--- src/rtl/emsel_pkg.sv ---
package emsel_pkg;
  localparam int NUM_CAT = 4;
  typedef enum logic [1:0] {
    CAT_ELE = 2'd0,
    CAT_PHO = 2'd1,
    CAT_LOC = 2'd2,
    CAT_GLB = 2'd3
  } cat_e;
endpackage

--- src/rtl/emsel_classify.sv ---
module emsel_classify #(
  parameter int HIT_W = 4
) (
  input  logic               en,
  input  logic [2*HIT_W-1:0] hits,
  output logic               is_ele,
  output logic               is_pho
);
  logic em_like;
  logic charged;

  always_comb begin
    em_like = |hits[HIT_W-1:0];
    charged = |hits[2*HIT_W-1:HIT_W];
    is_ele  = en & em_like & charged;
    is_pho  = en & em_like & ~charged;
  end
endmodule

--- src/rtl/emsel_pair_sum.sv ---
module emsel_pair_sum #(
  parameter int ET_W = 8
) (
  input  logic            va,
  input  logic            vb,
  input  logic [ET_W-1:0] a,
  input  logic [ET_W-1:0] b,
  output logic            v,
  output logic [ET_W-1:0] sum
);
  logic [ET_W:0] raw;

  always_comb begin
    raw = {1'b0, a} + {1'b0, b};
    sum = raw[ET_W] ? {ET_W{1'b1}} : raw[ET_W-1:0];
    v   = va & vb;
  end
endmodule

--- src/rtl/emsel_max_tree.sv ---
module emsel_max_tree #(
  parameter int N  = 8,
  parameter int KW = 8,
  parameter int PW = 8,
  localparam int LV = (N > 1) ? $clog2(N) : 0,
  localparam int P  = 1 << LV
) (
  input  logic [N-1:0]    vld,
  input  logic [N*KW-1:0] key,
  input  logic [N*PW-1:0] pay,
  output logic            o_vld,
  output logic [KW-1:0]   o_key,
  output logic [PW-1:0]   o_pay
);
  logic [P-1:0]    vp;
  logic [P*KW-1:0] kp;
  logic [P*PW-1:0] pp;
  logic            nv [2*P-1];
  logic [KW-1:0]   nk [2*P-1];
  logic [PW-1:0]   np [2*P-1];

  assign vp = P'(vld);
  assign kp = (P*KW)'(key);
  assign pp = (P*PW)'(pay);

  // heap layout: leaves in index order, left child covers lower indices
  always_comb begin
    for (int i = 0; i < P; i++) begin
      nv[P-1+i] = vp[i];
      nk[P-1+i] = kp[i*KW +: KW];
      np[P-1+i] = pp[i*PW +: PW];
    end
    for (int k = P - 2; k >= 0; k--) begin
      if (nv[2*k+2] && (!nv[2*k+1] || (nk[2*k+2] > nk[2*k+1]))) begin
        nv[k] = nv[2*k+2];
        nk[k] = nk[2*k+2];
        np[k] = np[2*k+2];
      end else begin
        nv[k] = nv[2*k+1];
        nk[k] = nk[2*k+1];
        np[k] = np[2*k+1];
      end
    end
  end

  assign o_vld = nv[0];
  assign o_key = nk[0];
  assign o_pay = np[0];
endmodule

--- src/rtl/em_cand_selector.sv ---
module em_cand_selector
  import emsel_pkg::*;
#(
  parameter int N_CAND  = 8,
  parameter int ET_W    = 8,
  parameter int LADDR_W = 5,
  parameter int HIT_W   = 4,
  parameter int BX_W    = 8,
  localparam int IDX_W  = $clog2(N_CAND),
  localparam int ADDR_W = IDX_W + LADDR_W,
  localparam int N_PAIR = N_CAND - 1
) (
  input  logic                        clk,
  input  logic                        rst,
  input  logic [N_CAND-1:0]           cand_en,
  input  logic [N_CAND*ET_W-1:0]      cand_et,
  input  logic [N_CAND*LADDR_W-1:0]   cand_laddr,
  input  logic [N_CAND*ET_W-1:0]      card_et,
  input  logic [N_CAND*2*HIT_W-1:0]   cand_hits,
  input  logic [BX_W-1:0]             in_bxid,
  output logic [NUM_CAT-1:0]          out_vld,
  output logic [NUM_CAT*ET_W-1:0]     out_et,
  output logic [NUM_CAT*ADDR_W-1:0]   out_addr,
  output logic [BX_W-1:0]             out_bxid
);
  // classification and pair sums (combinational on inputs)
  logic [N_CAND-1:0]        c_ele, c_pho;
  logic [N_PAIR-1:0]        c_pv;
  logic [N_PAIR*ET_W-1:0]   c_psum;
  logic [N_CAND*ADDR_W-1:0] c_addr;

  for (genvar i = 0; i < N_CAND; i++) begin : g_cls
    emsel_classify #(.HIT_W(HIT_W)) u_cls (
      .en     (cand_en[i]),
      .hits   (cand_hits[i*2*HIT_W +: 2*HIT_W]),
      .is_ele (c_ele[i]),
      .is_pho (c_pho[i])
    );
    assign c_addr[i*ADDR_W +: ADDR_W] =
      {IDX_W'(i), cand_laddr[i*LADDR_W +: LADDR_W]};
  end

  for (genvar i = 0; i < N_PAIR; i++) begin : g_pair
    emsel_pair_sum #(.ET_W(ET_W)) u_pair (
      .va  (cand_en[i]),
      .vb  (cand_en[i+1]),
      .a   (cand_et[i*ET_W +: ET_W]),
      .b   (cand_et[(i+1)*ET_W +: ET_W]),
      .v   (c_pv[i]),
      .sum (c_psum[i*ET_W +: ET_W])
    );
  end

  // stage 1 registers
  logic [N_CAND-1:0]        s1_ele, s1_pho, s1_en;
  logic [N_CAND*ET_W-1:0]   s1_et, s1_tot;
  logic [N_CAND*ADDR_W-1:0] s1_addr;
  logic [N_PAIR-1:0]        s1_pv;
  logic [N_PAIR*ET_W-1:0]   s1_psum;
  logic [BX_W-1:0]          s1_bx;

  always_ff @(posedge clk) begin
    if (rst) begin
      s1_ele  <= '0;
      s1_pho  <= '0;
      s1_en   <= '0;
      s1_pv   <= '0;
      s1_bx   <= '0;
      s1_et   <= '0;
      s1_tot  <= '0;
      s1_addr <= '0;
      s1_psum <= '0;
    end else begin
      s1_ele  <= c_ele;
      s1_pho  <= c_pho;
      s1_en   <= cand_en;
      s1_pv   <= c_pv;
      s1_bx   <= in_bxid;
      s1_et   <= cand_et;
      s1_tot  <= card_et;
      s1_addr <= c_addr;
      s1_psum <= c_psum;
    end
  end

  // stage 2: one comparator tree per category
  logic              t_vld  [NUM_CAT];
  logic [ET_W-1:0]   t_key  [NUM_CAT];
  logic [ADDR_W-1:0] t_pay  [NUM_CAT];

  emsel_max_tree #(.N(N_CAND), .KW(ET_W), .PW(ADDR_W)) u_tree_ele (
    .vld(s1_ele), .key(s1_et), .pay(s1_addr),
    .o_vld(t_vld[CAT_ELE]), .o_key(t_key[CAT_ELE]), .o_pay(t_pay[CAT_ELE])
  );

  emsel_max_tree #(.N(N_CAND), .KW(ET_W), .PW(ADDR_W)) u_tree_pho (
    .vld(s1_pho), .key(s1_et), .pay(s1_addr),
    .o_vld(t_vld[CAT_PHO]), .o_key(t_key[CAT_PHO]), .o_pay(t_pay[CAT_PHO])
  );

  emsel_max_tree #(.N(N_CAND), .KW(ET_W), .PW(ADDR_W)) u_tree_loc (
    .vld(s1_en), .key(s1_tot), .pay(s1_addr),
    .o_vld(t_vld[CAT_LOC]), .o_key(t_key[CAT_LOC]), .o_pay(t_pay[CAT_LOC])
  );

  // pair i reports the address of its lower candidate i
  emsel_max_tree #(.N(N_PAIR), .KW(ET_W), .PW(ADDR_W)) u_tree_glb (
    .vld(s1_pv), .key(s1_psum), .pay(s1_addr[N_PAIR*ADDR_W-1:0]),
    .o_vld(t_vld[CAT_GLB]), .o_key(t_key[CAT_GLB]), .o_pay(t_pay[CAT_GLB])
  );

  // registered outputs, empty categories forced to zero
  for (genvar c = 0; c < NUM_CAT; c++) begin : g_out
    always_ff @(posedge clk) begin
      if (rst) begin
        out_vld[c]                   <= 1'b0;
        out_et[c*ET_W +: ET_W]       <= '0;
        out_addr[c*ADDR_W +: ADDR_W] <= '0;
      end else begin
        out_vld[c]                   <= t_vld[c];
        out_et[c*ET_W +: ET_W]       <= t_vld[c] ? t_key[c] : '0;
        out_addr[c*ADDR_W +: ADDR_W] <= t_vld[c] ? t_pay[c] : '0;
      end
    end
  end

  always_ff @(posedge clk) begin
    if (rst) out_bxid <= '0;
    else     out_bxid <= s1_bx;
  end
endmodule

--- config.mk ---
export PLATFORM = sky130hd
export DESIGN_NAME = em_cand_selector
export DESIGN_NICKNAME = d
export VERILOG_FILES = /design/src/rtl/emsel_pkg.sv /design/src/rtl/emsel_classify.sv /design/src/rtl/emsel_pair_sum.sv /design/src/rtl/emsel_max_tree.sv /design/src/rtl/em_cand_selector.sv
export SDC_FILE = /design/constraint.sdc
export NUM_CORES = 1
export LEC_CHECK = 0
export BUFFER_PORTS_ARGS = -buffer_cell sky130_fd_sc_hd__clkbuf_2
export CORE_MARGIN = 4
export CORE_UTILIZATION = 54
export CTS_CLUSTER_SIZE = 24
export DETAILED_ROUTE_END_ITERATION = 6
export GPL_ROUTABILITY_DRIVEN = 1
export GPL_TIMING_DRIVEN = 1
export PLACE_DENSITY = 0.81
export RECOVER_POWER = 50
export SLEW_MARGIN = 20
export SYNTH_ARGS = -nofsm -noshare
export SYNTH_HDL_FRONTEND = slang
export SYNTH_SLANG_ARGS = --single-unit
--- constraint.sdc ---
create_clock -name clk -period 12 [get_ports clk]
set_input_delay 0.6 -clock clk [delete_from_list [all_inputs] [get_ports clk]]
set_output_delay 0.6 -clock clk [all_outputs]
set_load 0.1 [all_outputs]
==> summary by stage, run 1 <==
Pwr
The share of total power dissipated in combinational logic is 27.7%. The net switching fraction of the power is 33.72%. The peak supply drop is 0.1114 mV. The total leakage power is 11.39 nW. The total design power is 3.259 mW.

The clock group share of total power is 33.2%. The power share of the sequential group is 39.2%. The power spent charging and discharging nets is 1.099 mW.

The power density of the placed cells is 141.6 nW/µm². Internal power comes to 2.160 mW.

Yosys
The number of distinct library cells after synthesis is 81. The most used standard cell by instance count after synthesis is dfxtp_1. The count of state elements after synthesis is 340. The async set-or-reset flop fraction in the synthesized netlist is 0%. Summed over all instances, the cell type with the most area after synthesis is dfxtp_1. The net count of the mapped netlist is 2581. The synthesized area divided by synthesized cell count is 9.624 µm². For this run, the register share of the synthesized area comes to 33.94%. The commonest cells after synthesis are 340 x dfxtp_1, 240 x ha_1, 230 x nor2b_1. The most used flip-flop cell after synthesis is dfxtp_1. Counting flops with a built-in enable in the synthesized netlist gives 0. Yosys printed 0 warnings.

By area the synthesized netlist is led by dfxtp_1 34%, ha_1 15%, mux2i_1 10%, nor2b_1 7.2%, inv_1 3.4%. The share of the synthesized area in the top cell type is 33.94%. The total standard cell area after synthesis is 20060 µm². In the synthesized netlist, the number of instances is 2084.

Placed design
The number of placed instances with taps included is 2821. The routability congestion estimate from global placement is 0.9550. The number of I/O port buffers is 325. The minimum setup slack after placement is 5.585 ns. The HPWL after detailed placement is 49390 µm.

Finish
The share of cells above drive strength 1 is 17.32%. The number of fillers in the final layout is 3046. The number of non-filler instances in the completed layout is 2882. The final layout contains 2889 nets. The area used by sequential logic in the layout is 6807 µm². 0 antenna diodes ended up in the layout. The area taken by multi-input logic gates is 12190 µm². The area added between synthesis and finish is 14.74%.

Clock tree
CTS saw 340 sinks. The total clock buffers created by CTS is 37. For the worst-skew pair, the clock arrives at the later sink with an insertion delay of 0.55 ns. TritonCTS built the clock tree. The hold buffer count at cts is 0. The number of resized instances in the post-cts repair step is 0. The clock-pin transition on the worst setup and hold timing paths is 0.06 ns. The buffer depth of the longest clock path is 3. Once the clock tree was built, the setup fixing pass inserted 0 buffers. The number of H-tree branching levels is 2. The clock tree root driver cell is clkbuf_16.

GRT
The number of antenna violations at the first check in global routing is 0. The first global-routing pass estimated 95230 µm of wire. The number of global-route vias before repair was 17209. Entering global routing, the biggest net connects 90 pins. The overall overflow remaining after global route is 0.

The overall fraction of global-route tracks in use is 29.70%.

Floorplan
During I/O placement, the number of pins put on the boundary was 326. The effective utilization at floorplan is 54.78%. The number of placement rows is 70. The die is 200.7 µm tall. The die width is 200.7 µm. The die covers 40290 µm².

The total core area is 36610 µm².

STA
The final number of max-transition violations came to 264. The worst setup skew after layout is 0.02013 ns. The final period utilization is 54.49%. The slew of the pin with the lowest slew margin is 3.512 ns. Setup repair after global routing left no endpoint under its margin. In the final timing run, aggregate negative setup slack is 0 ns. The smallest setup slack after layout is 5.461 ns.

The final number of hold-violating endpoints is 0. The worst max-slew margin expressed relative to the limit is -134.1%. The total setup violations reported at the end of the flow is 0. After layout, the minimum clock period comes to 6.539 ns.

The maximum frequency from static timing analysis is 152.9 MHz.

Worst setup path
The critical path goes through inv_1 -> ha_1 -> nor2b_1 -> o211ai_1 -> a21oi_1 -> o211ai_2 -> mux2i_1 -> inv_1 -> ha_1 -> o21ai_0 -> nor2_1 -> nor3_1 -> a211o_1 -> o21ai_0 -> ha_1 -> a211o_1 -> a221oi_2 -> a211oi_2 -> o21ai_4 -> nand3b_1 -> or2_2 -> o211ai_1. In this run the worst path has a maximum fanout of 19. The arrival time of the worst setup path is 7.00 ns.

Counting cells, the worst reg-to-reg path comes to 22. The data required time at the worst endpoint is 12.46 ns. The kind of start point of the critical path is a flop. The master of the slowest instance on the critical path is o211ai_2.

The kind of cell adding the most delay to the critical path is compound AO/OA/AOI/OAI gates. The worst setup path is captured at a flop. The critical path depth is 22. The cell repeated most along the worst path is ha_1. The category of the critical setup timing path is reg2reg.

The worst path buffer plus inverter count is 2. The largest single stage delay on the critical path is 0.91 ns.

Status
The flow ran to the end, but the final reports show violations. The final reports fail on max-capacitance violations, max-slew violations.

Drt
The first detailed-routing pass took 5 iterations. The post-route antenna net violation count is 0. In the routed design, unresolved DRC markers number 0. The total wirelength of the detailed-routed design is 62020 µm. The first routing iteration left 1135 violations. The per-cell routed wire length is 21.52 µm. Using the TritonRoute via totals, the vias-per-cell ratio works out to 5.831. The final route contains 16805 vias.

Hold path
The instance count along the most critical hold path is 2. The worst hold path belongs to the class in2reg.

Run
Across the run, the number of max-cap violations was 4.
==> worst paths after layout <==
check	start	end	slack, ns
worst min-delay path	card_et[29]	s1_tot[29]$_SDFF_PP0_	0.27
worst min register to register	s1_bx[3]$_SDFF_PP0_	out_bxid[3]$_SDFF_PP0_	0.44
worst max-delay path	s1_et[17]$_SDFF_PP0_	out_addr[1]$_SDFF_PP0_	5.46
worst max register to register	s1_et[17]$_SDFF_PP0_	out_addr[1]$_SDFF_PP0_	5.46
==> routing by layer <==
| metal | part of all wire [%] | wire length, µm | track usage, % |
|---|---|---|---|
| met5 | 0 | 0 | 0 |
| met4 | 5.1 | 3166 | 13.45 |
| met3 | 6.5 | 4058 | 4.507 |
| met2 | 46 | 28680 | 49.40 |
| met1 | 42 | 26110 | 38.32 |
==> area by class of cell <==
type / count / area share (%)
clock buffer: 53 / 4.545
clock inverter: 8 / 0.3099
inverter: 184 / 3.001
multi-input combinational: 1492 / 52.99
sequential: 340 / 29.58
tap: 468 / 2.545
timing repair buffer: 337 / 7.030
==> state kept, by name (all words and copies together), names as in the netlist <==
name,flops
s1_en,8
s1_et,64
s1_pho,8
s1_ele,8
s1_pv,7
s1_psum,56
s1_bx,8
out_et,32
out_vld,4
s1_addr,41
out_bxid,8
s1_tot,64
out_addr,32
==> cell usage in the layout (no fill, tap or decap), types with 11 or more instances in the layout <==
cell	netlist	layout
a211oi_1	12	12
a21o_1	35	35
a21oi_1	129	129
clkbuf_1	27	83
clkbuf_16	0	37
clkbuf_2	1	255
dfxtp_1	340	340
ha_1	240	240
inv_1	183	183
mux2_2	36	36
mux2i_1	209	209
nand2_1	63	63
nand2b_1	24	24
nand3_1	17	17
nand4_1	36	36
nor2_1	76	75
nor2b_1	230	230
nor3_1	12	12
nor4_1	11	11
o211ai_1	22	22
o21a_1	15	15
o21ai_0	44	43
o221ai_1	14	14
o22a_1	19	19
o22ai_1	41	41
or2_1	14	14
xnor2_1	15	15
xor2_1	19	19
==> through the flow <==
stage	util, %	hold WS [ns]	area [µm²]
6_report	62.86	0.2655	23010
5_1_grt	62.86	0.2486	23010
4_1_cts	63.12	0.2420	23110
3_5_place_dp	60.07	0.4260	21990
3_3_place_gp	60.07	0.4163	21990
2_1_floorplan	-	0.4138	20060
==> kinds of logic after synthesis <==
kind of cell             count (synthesis)  synth area share [%]
adder cells (fa/ha/maj)                247                 15.67
AND/OR/NAND/NOR                        533                 15.22
flip-flops                             340                 33.94
multiplexers                           256                 13.41
buffers and inverters                  252                 5.340
AO/OA/AOI/OAI                          422                 14.94
XOR/XNOR                                34                 1.485
==> power by group through the flow <==
| stage | Clock (mW) | Combinational [mW] | Sequential (mW) |
|---|---|---|---|
| CTS | 1.10 | 0.896 | 1.27 |
| finish | 1.08 | 0.902 | 1.28 |
| global route | 1.15 | 0.980 | 1.28 |
| detailed placement | 0 | 0.887 | 1.30 |
| floorplan | 0 | 0.503 | 1.44 |
| global placement | 0 | 0.861 | 1.30 |
==> worst register-to-register path: cells and delay by family (launching register included) <==
| family | cells | cell delay (ns) |
|---|---|---|
| AO/OA/AOI/OAI | 11 | 3.09 |
| AND/OR/NAND/NOR | 5 | 1.43 |
| adder cells (fa/ha/maj) | 3 | 0.94 |
| multiplexers | 1 | 0.50 |
| flip-flops | 1 | 0.34 |
| buffers and inverters | 2 | 0.16 |
Note: power is estimated with default switching activity, not from simulation.
==> run 2: changes to the inputs <==
--- a/config.mk
+++ b/config.mk
@@ -5,6 +5,7 @@
 export SDC_FILE = /design/constraint.sdc
 export NUM_CORES = 1
 export LEC_CHECK = 0
+export ABC_AREA = 1
 export BUFFER_PORTS_ARGS = -buffer_cell sky130_fd_sc_hd__clkbuf_2
 export CORE_MARGIN = 4
 export CORE_UTILIZATION = 54
@@ -12,7 +13,7 @@
 export DETAILED_ROUTE_END_ITERATION = 6
 export GPL_ROUTABILITY_DRIVEN = 1
 export GPL_TIMING_DRIVEN = 1
-export PLACE_DENSITY = 0.81
+export PLACE_DENSITY = 0.8
 export RECOVER_POWER = 50
 export SLEW_MARGIN = 20
 export SYNTH_ARGS = -nofsm -noshare
==> constraint.sdc (replaced) <==
create_clock -name clk -period 6.34 [get_ports clk]
set_input_delay 0.317 -clock clk [delete_from_list [all_inputs] [get_ports clk]]
set_output_delay 0.317 -clock clk [all_outputs]
set_load 0.1 [all_outputs]
==> summary by stage, run 2 <==
Status
The run finished, with violations left. The final reports fail on max-capacitance violations, max-slew violations.

Placed design
The HPWL after detailed placement came to 55780 µm (+13%). The routability congestion estimate from global placement came to 1.040 (+8.9%). The minimum setup slack after placement is 0.9842 ns (-4.601 ns).

The number of I/O port buffers was 325 (unchanged).

Clock tree
The number of resized instances in the post-cts repair step is 0 (unchanged). The number of H-tree branching levels is 2 (unchanged). Clock tree synthesis selected as its root buffer the cell clkbuf_16. The total clock buffers created by CTS is 37 (unchanged). The buffer depth of the longest clock path is 3 (unchanged). The number of sinks on the clock net is 340 (unchanged). The clock network latency to the later pin of the worst-skew pair came to 0.55 ns (about the same). The clock-pin transition on the worst setup and hold timing paths is 0.06 ns (about the same).

TritonCTS built the clock tree.

GRT
The wire length of the first global-routing pass is 113000 µm (+19%). The number of antenna violations at the first check in global routing is 3 (+3). The overall overflow remaining after global route is 0 (unchanged). After global routing, the most crowded layer is met2. The number of global-route vias before repair came to 21912 (+27%). The met2 layer usage reported by global route came to 53.83% (+4.4 points). The met3 usage came to 4.975% (+0.47 points). The met1 demand-to-capacity share in global routing is 40.30% (+2.0 points). The overall fraction of global-route tracks in use is 31.79% (+2.1 points).

The maximum number of pins on one net before global-route repair is 93 (+3.3%).

Yosys
Ranked by total cell area, the synthesized netlist is headed by dfxtp_1 31%, ha_1 14%, nand2_1 11%, inv_1 10%, nand3_1 9.6%. The number of distinct library cells after synthesis came to 44 (-46%). The number of synthesized flops with an enable pin was 0 (unchanged). The share of the synthesized area in the top cell type is 30.68% (-3.3 points). The most used standard cell by instance count after synthesis is nand2_1.

The synthesized area divided by synthesized cell count is 6.789 µm² (-29%). The post-synthesis cell count was 3268 (+57%). Sorting the synthesized cells by how often they occur yields 642 x nand2_1, 611 x inv_1, 427 x nand3_1.

The warning count from the yosys run was 0 (unchanged). The total standard cell area after synthesis came to 22190 µm² (+11%). The leading register cell type out of synthesis is dfxtp_1. The count of state elements after synthesis is 340 (unchanged). The portion of the post-synthesis area used by sequential elements is 30.68% (-3.3 points). The net count of the mapped netlist is 3765 (+46%). Summed over all instances, the cell type with the most area after synthesis is dfxtp_1.

The async set-or-reset flop fraction in the synthesized netlist was 0% (unchanged).

Floorplan
The total core area was 40190 µm² (+9.8%). The area of the die is 44390 µm² (+10%). The I/O pin count came to 326 (unchanged). The effective utilization at floorplan came to 55.21% (+0.42 points). The die width is 210.7 µm (+5.0%). The number of placement rows is 73 (+4.3%). The height of the die is 210.7 µm (+5.0%).

Drt
The post-route antenna net violation count is 0 (unchanged). The number of vias per cell after detailed routing is 5.329 (-8.6%). The detailed-routing iteration count for the pre-antenna-repair pass is 6 (+1). The via count of the routed design is 22436 (+34%).

The detailed router's first-iteration violation count came to 2263 (+99%). The per-cell routed wire length came to 17.32 µm (-20%). The total wirelength of the detailed-routed design is 72920 µm (+18%). The DRC violation count after routing is 0 (unchanged).

Worst setup path
The worst stage delay on the critical path was 2.50 ns (+1.59 ns). The kind of cell adding the most delay to the critical path is buffers and inverters. The critical-path maximum fanout came to 78 (+59). The category of the critical setup timing path is in2reg. The arrival time of the worst setup path is 6.01 ns (-0.99 ns).

The worst path buffer plus inverter count is 2 (unchanged). STA classifies the critical path endpoint as a flop. The kind of start point of the critical path is an input pin.

Walking the worst path, the cells encountered are clkbuf_1 -> clkbuf_1 -> nor2_1 -> o41ai_1 -> nor2_1. The data required time at the worst endpoint is 6.75 ns (-5.71 ns). The master of the slowest instance on the critical path is clkbuf_1.

STA
The final-layout setup total negative slack is 0 ns (unchanged). The worst setup skew after layout came to 0.01670 ns (-0.003437 ns). Setup repair after global routing left no endpoint under its margin. The worst max-slew margin expressed relative to the limit is -123.7% (+10 points). The total setup violations reported at the end of the flow is 0 (unchanged).

The clock period could shrink to 5.606 ns. The smallest setup slack after layout came to 0.7340 ns (-4.727 ns). The final period utilization is 88.42%. The final number of hold-violating endpoints is 0 (unchanged). The slew of the pin with the lowest slew margin was 3.355 ns (-0.1564 ns). The maximum frequency from static timing analysis is 178.4 MHz. The final number of max-transition violations came to 233 (-12%).

Finish
The library cells used most frequently in the layout, excluding fill and tap cells, are 642 x nand2_1, 611 x inv_1, 427 x nand3_1. In the final layout, the registers with the most flip-flops are s1_et: 64 flops, s1_tot: 64 flops, s1_psum: 56 flops. The most common library cell in the layout ignoring fill and taps is nand2_1. The share of cells above drive strength 1 is 12.98% (-4.3 points). The count of nets after finishing is 4157 (+44%). The area growth from synthesis to layout is 18.94%.

Hold path
The path class of the tightest hold or removal check is in2reg.

Run
The number of max-cap violations came to 3 (-1).

Pwr
The total leakage power is 14.61 nW (+28%). The peak supply drop is 0.2387 mV (+110%). The power density of the placed cells is 258.0 nW/µm² (+82%).
[run 2: cell types whose count changed in the layout (fill, tap and decap cells not counted), moves of 127 or more]
| cell | delta |
|---|---|
| nand2_1 | +579 |
| mux2i_1 | -209 |
| nor2b_1 | -230 |
| nand3_1 | +410 |
| nor2_1 | +294 |
| inv_1 | +428 |
| dlygate4sd3_1 | +127 |
[run 2: final timing paths]
| path | start | to | slack, ns | cells past startpoint |
|---|---|---|---|---|
| worst min-delay path | cand_hits[37] | s1_ele[4]$_SDFF_PP0_ | 0.02 | 3 |
| worst max-delay path | rst | s1_pho[4]$_SDFF_PP0_ | 0.73 | 5 |
| worst max register to register | s1_et[19]$_SDFF_PP0_ | out_addr[13]$_SDFF_PP0_ | 0.91 | 36 |
| worst min register to register | s1_bx[3]$_SDFF_PP0_ | out_bxid[3]$_SDFF_PP0_ | 0.40 | 2 |
[run 2: layout make-up]
class,instances,area (µm²)
sequential,340,6807
antenna,1,2.502
timing repair buffer,457,2924
multi-input combinational,2201,12420
clock inverter,12,173.9
clock buffer,51,1069
inverter,623,2341
tap,525,656.9
fill,3474,13800
[run 2: timing repair]
item | in CTS | in global routing
setup buffers | 0 | 0
endpoints found under the hold margin | 124 | 0
hold buffers | 127 | 0
[run 2: worst register-to-register path: cells and delay by family (launching register included)]
family / cells / cell delay (ns)
buffers and inverters: 5 / 0.85
AO/OA/AOI/OAI: 5 / 1.00
adder cells (fa/ha/maj): 3 / 0.91
flip-flops: 1 / 0.31
AND/OR/NAND/NOR: 23 / 2.25
[run 2: logic make-up (layout without fill, tap and decap cells)]
group,Yosys count,after routing,synth area share [%]
AOI/OAI and AO/OA,287,287,7.658
xor gates and xnor gates,42,42,1.658
adders and majority gates,247,247,14.17
buffers and inverters,727,1143,13.36
DFF,340,340,30.68
other,0,1,0
and+or+nand+nor,1625,1625,32.48
[run 2: per-layer routing]
layer | wire length [µm] | part of all wire (%) | up-vias
li1 | - | - | 11076
met1 | 29180 | 40 | 10161
met2 | 34140 | 47 | 999
met3 | 6224 | 8.5 | 200
met4 | 3373 | 4.6 | 0
met5 | 0 | 0 | -
[run 2: where the power goes]
| part | switching (mW) | internal, mW |
|---|---|---|
| Clock | 0.874 | 1.34 |
| Sequential | 0.108 | 2.31 |
| Combinational | 1.49 | 0.688 |
| Total | 2.47 | 4.34 |
[run 2: per-stage QoR]
| step | hold WS (ns) | power (mW) | util, % | cells | cell area, µm² |
|---|---|---|---|---|---|
| final | 0.01934 | 6.807 | 65.66 | 4210 | 26390 |
| after global routing | 0.01711 | 7.153 | 65.66 | 4210 | 26390 |
| after CTS | 0.0001204 | 6.793 | 65.70 | 4209 | 26400 |
| after detailed placement | 0.3971 | 4.522 | 59.45 | 4019 | 23890 |
| after global placement | 0.3887 | 4.493 | 59.45 | 4019 | 23890 |
| after floorplan | 0.3883 | 4.013 | - | 3268 | 22190 |
==> run 3: changes to the inputs <==
--- a/config.mk
+++ b/config.mk
@@ -5,7 +5,6 @@
 export SDC_FILE = /design/constraint.sdc
 export NUM_CORES = 1
 export LEC_CHECK = 0
-export ABC_AREA = 1
 export BUFFER_PORTS_ARGS = -buffer_cell sky130_fd_sc_hd__clkbuf_2
 export CORE_MARGIN = 4
 export CORE_UTILIZATION = 54
@@ -13,7 +12,7 @@
 export DETAILED_ROUTE_END_ITERATION = 6
 export GPL_ROUTABILITY_DRIVEN = 1
 export GPL_TIMING_DRIVEN = 1
-export PLACE_DENSITY = 0.8
+export PLACE_DENSITY = 0.81
 export RECOVER_POWER = 50
 export SLEW_MARGIN = 20
 export SYNTH_ARGS = -nofsm -noshare
==> summary by stage, run 3 (synthesized netlist as in run 1, its figures left out) <==
Placed design
The HPWL after detailed placement came to 49450 µm (-11%). The number of I/O port buffers is 325 (unchanged). The routability congestion estimate from global placement is 0.9518 (-8.5%). The number of placed instances with taps included is 2834 (-29%).

The minimum setup slack after placement was 0.3218 ns (-0.6623 ns).

Finish
The area added between synthesis and finish is 21.30%. The most common library cell in the layout ignoring fill and taps is dfxtp_1. The count of nets after finishing is 3000 (-28%). The utilization after layout is 66.45% (+0.79 points). Leaving out fill and tap cells, the most frequent cells in the layout are 340 x dfxtp_1, 325 x clkbuf_2, 240 x ha_1.

The share of cells above drive strength 1 is 20.52% (+7.5 points). The number of non-filler instances in the completed layout is 2998 (-29%). In the final layout, the registers with the most flip-flops are s1_et: 64 flops, s1_tot: 64 flops, s1_psum: 56 flops.

STA
The final number of max-transition violations came to 262 (+12%). The final period utilization is 94.33% (+5.9 points). The worst setup skew after layout is 0.01431 ns (-0.002388 ns). The minimum clock period after layout is 5.981 ns (+0.3745 ns). The slew of the pin with the lowest slew margin is 3.205 ns (-0.1498 ns). The worst max-slew margin expressed relative to the limit is -113.7% (+10 points). The final number of hold-violating endpoints is 0 (unchanged).

The final-layout setup total negative slack was 0 ns (unchanged). Setup repair after global routing left no endpoint under its margin. The total setup violations reported at the end of the flow is 0 (unchanged). The smallest setup slack after layout was 0.3595 ns (-0.3745 ns). The maximum frequency from static timing analysis came to 167.2 MHz (-6.3%).

Worst setup path
The data required time at the worst endpoint is 6.77 ns (+0.02 ns). The master of the slowest instance on the critical path is o311ai_4. The arrival time of the worst setup path is 6.41 ns (+0.40 ns). The signal on the critical path passes through inv_1 -> ha_1 -> nor2b_1 -> o211ai_1 -> a21oi_1 -> o311ai_4 -> mux2i_1 -> inv_1 -> ha_1 -> nand2b_1 -> a21oi_1 -> a211oi_1 -> a21oi_1 -> o21a_1 -> mux2i_1 -> ha_1 -> and4b_1 -> a211oi_1 -> o211ai_1 -> o22ai_1 -> and2_1 -> nand2_1 -> o221ai_1. The critical-path maximum fanout is 11 (-86%). The kind of start point of the critical path is a flop. The category of the critical setup timing path is reg2reg.

The worst stage delay on the critical path was 0.64 ns (-1.86 ns). The worst setup path is captured at a flop.

Drt
The detailed-routing iteration count for the pre-antenna-repair pass is 6 (unchanged). The post-route antenna net violation count is 0 (unchanged). The via count of the routed design is 17337 (-23%).

The per-cell routed wire length is 21.19 µm (+22%). The total wirelength of the detailed-routed design was 63530 µm (-13%). The number of vias per cell after detailed routing came to 5.783 (+8.5%). The detailed router's first-iteration violation count is 1343 (-41%). The DRC violation count after routing is 0 (unchanged).

Pwr
The total design power is 6.433 mW (-5.5%). The power density of the placed cells was 264.4 nW/µm² (+2.5%). The peak supply drop is 0.1585 mV (-34%).

The total leakage power is 12.17 nW (-17%).

GRT
The number of global-route vias before repair is 17811 (-19%). The number of antenna violations at the first check in global routing is 0 (-3). The overall fraction of global-route tracks in use was 30.40% (-1.4 points). The overall overflow remaining after global route is 0 (unchanged). The wire length of the first global-routing pass came to 97700 µm (-14%). The maximum number of pins on one net before global-route repair is 135 (+45%).

Clock tree
The number of H-tree branching levels was 2 (unchanged). The number of sinks on the clock net was 340 (unchanged). The clock network latency to the later pin of the worst-skew pair is 0.54 ns (about the same). TritonCTS built the clock tree.

The clock-pin transition on the worst setup and hold timing paths is 0.06 ns (about the same). The total clock buffers created by CTS was 37 (unchanged). The clock tree root driver cell is clkbuf_16. The buffer depth of the longest clock path is 3 (unchanged).

Floorplan
The effective utilization at floorplan was 54.78% (-0.42 points). The total core area came to 36610 µm² (-8.9%). The die width is 200.7 µm (-4.7%). The I/O pin count is 326 (unchanged).

The area of the die is 40290 µm² (-9.2%). The height of the die is 200.7 µm (-4.7%). The number of placement rows was 70 (-4.1%).

Hold path
The type of the tightest min-delay check is in2reg.

Status
The final reports fail on max-capacitance violations, max-slew violations. The flow ran to the end, but the final reports show violations.

Run
The number of max-cap violations came to 3 (unchanged).
==> run 3: critical path, delay by kind of cell, from the launching register on <==
family	cells	cell delay (ns)
AO/OA/AOI/OAI	11	2.86
flip-flops	1	0.33
AND/OR/NAND/NOR	5	1.07
adder cells (fa/ha/maj)	3	0.69
buffers and inverters	2	0.12
multiplexers	2	0.81
==> run 3: worst paths after layout <==
| kind | start | endpoint | slack (ns) | depth (start not counted) |
|---|---|---|---|---|
| worst max-delay path | s1_tot[1]$_SDFF_PP0_ | out_addr[20]$_SDFF_PP0_ | 0.36 | 23 |
| worst min-delay path | cand_hits[47] | s1_ele[5]$_SDFF_PP0_ | 0.02 | 3 |
| worst max register to register | s1_tot[1]$_SDFF_PP0_ | out_addr[20]$_SDFF_PP0_ | 0.36 | 23 |
| worst min register to register | s1_bx[7]$_SDFF_PP0_ | out_bxid[7]$_SDFF_PP0_ | 0.44 | 1 |
==> run 3: stage by stage <==
step                cell area [µm²]  hold WS (ns)
finish                        24330       0.01699
global route                  24330      0.008372
CTS                           24290     0.0004878
detailed placement            22100        0.4239
global placement              22100        0.4175
floorplan                     20060        0.4138
==> run 3: layout make-up <==
type                            instances  area (µm²)
Timing Repair Buffer                  448        2775
Fill cell                            2846       12280
Clock inverter                         21       270.3
Inverter                              184       690.7
Tap cell                              468       585.6
Antenna cell                            1       2.502
Sequential cell                       340        6807
Multi-Input combinational cell       1492       12210
Clock buffer                           44       992.2
==> run 3: repair_timing <==
action                                  4_1_cts  5_1_grt
hold buffers                                 93        0
gates resized for setup                       0        4
endpoints found under the hold margin        91        0
setup buffers                                 0        5
endpoints found under the setup margin        0       29
==> run 3: where the power goes <==
part | switching, mW | total [mW] | internal [mW]
logic | 1.10 | 1.76 | 0.662
registers | 0.128 | 2.42 | 2.30
clock network | 0.884 | 2.25 | 1.36
==> run 3: metal layers <==
layer | up-vias | part of all wire, % | global-route usage (%)
met5 | - | 0 | 0
met4 | 0 | 4.6 | 13.52
met3 | 190 | 6.7 | 4.637
met2 | 727 | 48 | 52.70
met1 | 8167 | 41 | 37.53
li1 | 8253 | - | -
